## config.mk

```make
export PLATFORM = sky130hd
export DESIGN_NAME = tbus_fmt
export DESIGN_NICKNAME = d
export VERILOG_FILES = /design/src/rtl/tbus_fmt.sv
export SDC_FILE = /design/constraint.sdc
export NUM_CORES = 1
export LEC_CHECK = 0
export BUFFER_PORTS_ARGS = -buffer_cell sky130_fd_sc_hd__buf_4
export CAP_MARGIN = 10
export CORE_ASPECT_RATIO = 0.5
export CORE_MARGIN = 10
export CORE_UTILIZATION = 40
export DETAILED_ROUTE_END_ITERATION = 10
export GPL_TIMING_DRIVEN = 0
export HOLD_SLACK_MARGIN = 0.1
export PLACE_DENSITY = 0.68
export SLEW_MARGIN = 0
export SYNTH_ARGS = -nofsm -noshare
export SYNTH_HDL_FRONTEND = slang
export SYNTH_SLANG_ARGS = --single-unit
```

## constraint.sdc

```tcl
create_clock -name clk -period 2.4 [get_ports clk]
set_input_delay 0.12 -clock clk [delete_from_list [all_inputs] [get_ports clk]]
set_output_delay 0.12 -clock clk [all_outputs]
set_load 0.02 [all_outputs]
```

## src/rtl/tbus_fmt.sv

```systemverilog
module tbus_fmt #(
  parameter int ROWS      = 9,
  parameter int STS1_COLS = 90,
  parameter int NTRIB     = 3,
  parameter int TOH_COLS  = 3,
  parameter int J0_COL    = 2,
  parameter int DW        = 8
) (
  input  logic          clk,
  input  logic          rst_n,
  input  logic          cfg_sts1,
  input  logic          cfg_odd,
  input  logic          i_fs,
  input  logic          i_j1,
  input  logic          i_mfph,
  input  logic [DW-1:0] i_data,
  output logic [DW-1:0] o_data,
  output logic          o_spe,
  output logic          o_sync,
  output logic          o_v1,
  output logic          o_par
);
  localparam int MAX_COLS = STS1_COLS * NTRIB;
  localparam int CW = $clog2(MAX_COLS);
  localparam int RW = $clog2(ROWS);
  localparam int TW = (NTRIB > 1) ? $clog2(NTRIB) : 1;
  localparam logic [CW-1:0] LAST_N = CW'(MAX_COLS - 1);
  localparam logic [CW-1:0] LAST_1 = CW'(STS1_COLS - 1);
  localparam logic [CW-1:0] SPE_N  = CW'(TOH_COLS * NTRIB);
  localparam logic [CW-1:0] SPE_1  = CW'(TOH_COLS);
  localparam logic [CW-1:0] J0_LO  = CW'(J0_COL * NTRIB);
  localparam logic [CW-1:0] J0_HI  = CW'((J0_COL + 1) * NTRIB);
  localparam logic [CW-1:0] J0_1   = CW'(J0_COL);
  localparam logic [RW-1:0] LAST_R = RW'(ROWS - 1);
  localparam logic [TW-1:0] LAST_T = TW'(NTRIB - 1);

  logic [CW-1:0]    col_q, col_c;
  logic [RW-1:0]    row_q, row_c;
  logic [TW-1:0]    trib_q, trib_c;
  logic             first_q;
  logic [NTRIB-1:0] pend_q;
  logic             spe_c, j0_c, j1_c, v1_c;
  logic [CW-1:0]    last_col;

  assign last_col = cfg_sts1 ? LAST_1 : LAST_N;

  always_comb begin
    col_c  = col_q + 1'b1;
    row_c  = row_q;
    trib_c = (cfg_sts1 || trib_q == LAST_T) ? '0 : trib_q + 1'b1;
    if (i_fs || first_q) begin
      col_c  = '0;
      row_c  = '0;
      trib_c = '0;
    end else if (col_q == last_col) begin
      col_c  = '0;
      row_c  = (row_q == LAST_R) ? '0 : row_q + 1'b1;
      trib_c = '0;
    end
  end

  assign spe_c = col_c >= (cfg_sts1 ? SPE_1 : SPE_N);
  assign j0_c  = (row_c == '0) &&
                 (cfg_sts1 ? (col_c == J0_1) : (col_c >= J0_LO && col_c < J0_HI));
  assign j1_c  = i_j1 && spe_c;
  assign v1_c  = spe_c && !j1_c && pend_q[trib_c];

  always_ff @(posedge clk or negedge rst_n) begin
    if (!rst_n) begin
      col_q   <= '0;
      row_q   <= '0;
      trib_q  <= '0;
      first_q <= 1'b1;
    end else begin
      col_q   <= col_c;
      row_q   <= row_c;
      trib_q  <= trib_c;
      first_q <= 1'b0;
    end
  end

  for (genvar t = 0; t < NTRIB; t++) begin : g_pend
    always_ff @(posedge clk or negedge rst_n) begin
      if (!rst_n)
        pend_q[t] <= 1'b0;
      else if (trib_c == TW'(t)) begin
        if (j1_c)      pend_q[t] <= i_mfph;
        else if (v1_c) pend_q[t] <= 1'b0;
      end
    end
  end

  always_ff @(posedge clk or negedge rst_n) begin
    if (!rst_n) begin
      o_data <= '0;
      o_spe  <= 1'b0;
      o_sync <= 1'b0;
      o_v1   <= 1'b0;
      o_par  <= 1'b0;
    end else begin
      o_data <= i_data;
      o_spe  <= spe_c;
      o_sync <= j0_c | j1_c | v1_c;
      o_v1   <= v1_c;
      o_par  <= (^i_data) ^ cfg_odd;
    end
  end
endmodule


```

==> impl_results.md <==
* WP data required at roughly 2600 ps
* Kind of critical path: reg2reg
* Mapped Avg Cell Area at roughly 10 um^2
* Worst Reg-to-Reg Cells at 8
* Port Buffers at 26
* Area of the core at between 0.004 and 0.005 mm^2
* Overflow after GRT at 0
* PD cells at 492 mW/mm^2
* Gr busiest metal: met2
* Lkg Pwr at 0.00109 uW
* Post-synth cell types at 47
* H-tree depth at 2
* ANT nets after route at 0
* Register area share after synthesis at between 40% and 50%
* Met1 GRT Util at 13.8%
* Commonest non-fill, non-tap cells in the layout: 43 x buf_4, 23 x dfrtp_1, 12 x inv_1
* Hold depth at 3
* Layout cell share with drive strength beyond 1 at between 30% and 40%
* Synthesized cell area at 0.00171 mm^2
* Syn Inst Count at 163
* Max-Cap Viols at 0
* Mapped Nets at 185
* Critical path capture point type: register
* Total Nets Final at 244
* GRT Total Usage at around 12%
* Delay-heaviest family, CP: simple AND/OR/NAND/NOR gates
* Synth top area cells: dfrtp_1 44%, ha_1 5.1%, xnor2_1 5.1%
* IO Pins at 27
* Final instance area at 0.00241 mm^2
* Placed inst area at about 0.002 mm^2
* CP bufs+invs at 2
* Clk sink count at 31
* CP max FO at 10
* Cell Chain, Critical Path: buf_4 > ha_1 > buf_6 > xnor2_4 > mux2i_1 > or4_1 > or3_4 > o32ai_2
* Crit path largest cell delay at between 400 and 500 ps
* Hold WS at 132 ps
* Met2 usage in global routing at 18.7%
* RSZ-0062 raised after global routing: true
* Vias at roughly 1500
* Die ar. at 0.00743 mm^2
* Slowest-stage cell, CP: or4_1
* Worst hold path class: in2reg
* Outcome: complete, no violations
* Worst Min Path Start: i_mfph
* DRC at 0
* Worst skew pair latency at 300 ps
* Initial core utilization at 42.6%
* Layout Skew at between 6 and 7 ps
* Endpoint, Worst Hold: pend_q[0]
* Final Cycle Share at 97.7%
* Max Clk Rate at 427 MHz
* Slew Viols, Final at 0
* CTS Root Cell: clkbuf_8
* CTS tree: done
* Routed WL per cell at 15.9 um
* Clk buf depth at 2
* Area grow syn2layout at 41.5%
* Cell taking the most area after synthesis: dfrtp_1
* Initial antenna violation count at 0
* Routed WL at 4.42 mm
* R2R Path End: o_sync
* Hold Fails Final Rpt at 0
* Worst Setup Start Kind: register
* Fin crit period at 2340 ps
* Reg clk slew, reported paths at 70 ps
* Post-synth top area share at 44.0%
* Site Rows at 16
* GPL Wtd Cong at about 0.79
* R2r setup slk at 60 ps
* Most common cell after layout, fill and taps aside: buf_4
* Peak supply drop at ~0.38 mV
* Synthesis Warnings at 0
* Critical R2R Launch: col_q[0]
* CTS buffer count at 5
* Die Width at 112 um
* Setup violations, final at 0
* Largest net degree at the start of global routing at 32
* Seq cells post-synth at 31
* Final core occ at 60.3%
* Vias in the first global route at between 1000 and 1500
* First-pass GRT wire length at about 6.9 mm
* GR Util met3 at 3.62%
* Vias per inst at ~5.3
* Die H at 66.2 um
* Critical Path AT at 2550 ps
* HPWL Detailed at 2.73 mm
* ANT cells at 0
* Drt pass-1 iters at 4
* Initial drt markers at 111
==> area by class of cell <==
cell class	instances	area [um^2]
fillers	329	1590
multi-input cells	115	948
flip-flops and latches	31	786
repair buffers	54	443
clock buffers	5	68.8
well taps	54	67.6
inverters	12	45.0
plain buffers	3	33.8
clock inverters	3	20.0
==> worst max-delay path by stage <==
stage,start,to,slack [ps],depth (start not counted)
6_report,col_q[0],o_sync,60,8
5_1_grt,col_q[0],pend_q[1],-4,10
4_1_cts,col_q[2],pend_q[2],3,10
3_5_place_dp,col_q[0],pend_q[2],-320,10
3_3_place_gp,col_q[0],o_sync,-290,10
2_1_floorplan,col_q[6],o_sync,-4,11
==> stage by stage <==
stage               TNS [ps]  worst slack, ps  instances  power, uW
CTS                        0             3.02        272       1200
global placement       -1520             -290        243        745
floorplan              -3.79            -3.79        163        671
global route           -4.15            -4.15        277       1240
detailed placement     -1730             -315        243        749
finish                     0             55.8        277       1190
==> cell families after synthesis <==
family,synth area share [%]
AO/OA/AOI/OAI,15.1
XOR/XNOR,9.17
adder cells (fa/ha/maj),5.14
buffers and inverters,5.13
flip-flops,45.6
multiplexers,2.93
other,0.220
AND/OR/NAND/NOR,16.7
==> where the power goes <==
group	switching [uW]	leakage [uW]	internal [uW]
registers	11.6	0.000385	550
logic	104	0.000662	97.2
clock network	222	0.0000402	201
==> metal layers <==
layer | wire, um | up-vias | share of wire [%]
li1 | - | 702 | -
met1 | 1980 | 701 | 45
met2 | 2100 | 44 | 48
met3 | 227 | 10 | 5.1
met4 | 102 | 0 | 2.3
met5 | 0 | - | 0
==> flip-flops by register name (all words and copies together), names as in the netlist <==
name,flops
col_q,9
o_data,8
row_q,4
pend_q,3
trib_q,2
first_q,1
o_par,1
o_spe,1
o_sync,1
o_v1,1
==> timing repair <==
| action | in CTS | in global routing |
|---|---|---|
| hold buffers | 10 | 0 |
| pin swaps | 5 | 3 |
| setup buffers | 12 | 6 |
| setup endpoints to repair | 6 | 6 |
| resized for setup | 12 | 8 |
| endpoints found under the hold margin | 40 | 0 |
==> worst register-to-register path: cells and delay by family (launching register included) <==
| family | cells | cell delay (ps) |
|---|---|---|
| simple gates | 2 | 770 |
| flops | 1 | 420 |
| buf+inv | 2 | 320 |
| compound gates | 1 | 250 |
| fa+ha+maj | 1 | 210 |
| xor+xnor | 1 | 170 |
| mux | 1 | 100 |
==> cells in the mapped netlist (all sizes together) <==
| cell type | n |
|---|---|
| o32a | 1 |
| nor4 | 3 |
| o2111ai | 2 |
| nand2b | 1 |
| nand4b | 1 |
| a21o | 4 |
| and4 | 2 |
| o22ai | 3 |
| or2 | 1 |
| nand2 | 9 |
| xnor2 | 11 |
| dfrtp | 30 |
| mux2i | 5 |
| nand3 | 3 |
| o22a | 1 |
| a211oi | 2 |
| ha | 7 |
| a21oi | 7 |
| o221ai | 3 |
| dfstp | 1 |
| or3 | 2 |
| or4 | 1 |
| nand4 | 4 |
| nor2 | 13 |
| and2 | 2 |
| a31oi | 1 |
| conb | 1 |
| and3 | 2 |
| o2111a | 1 |
| nor3 | 3 |
| o31ai | 1 |
| nor4b | 1 |
| o21ai | 6 |
| a211o | 1 |
| xor2 | 6 |
| inv | 12 |
| nand4bb | 2 |
| o32ai | 1 |
| buf | 5 |
| a22o | 1 |
No activity file was read; power rests on OpenSTA's default activity.
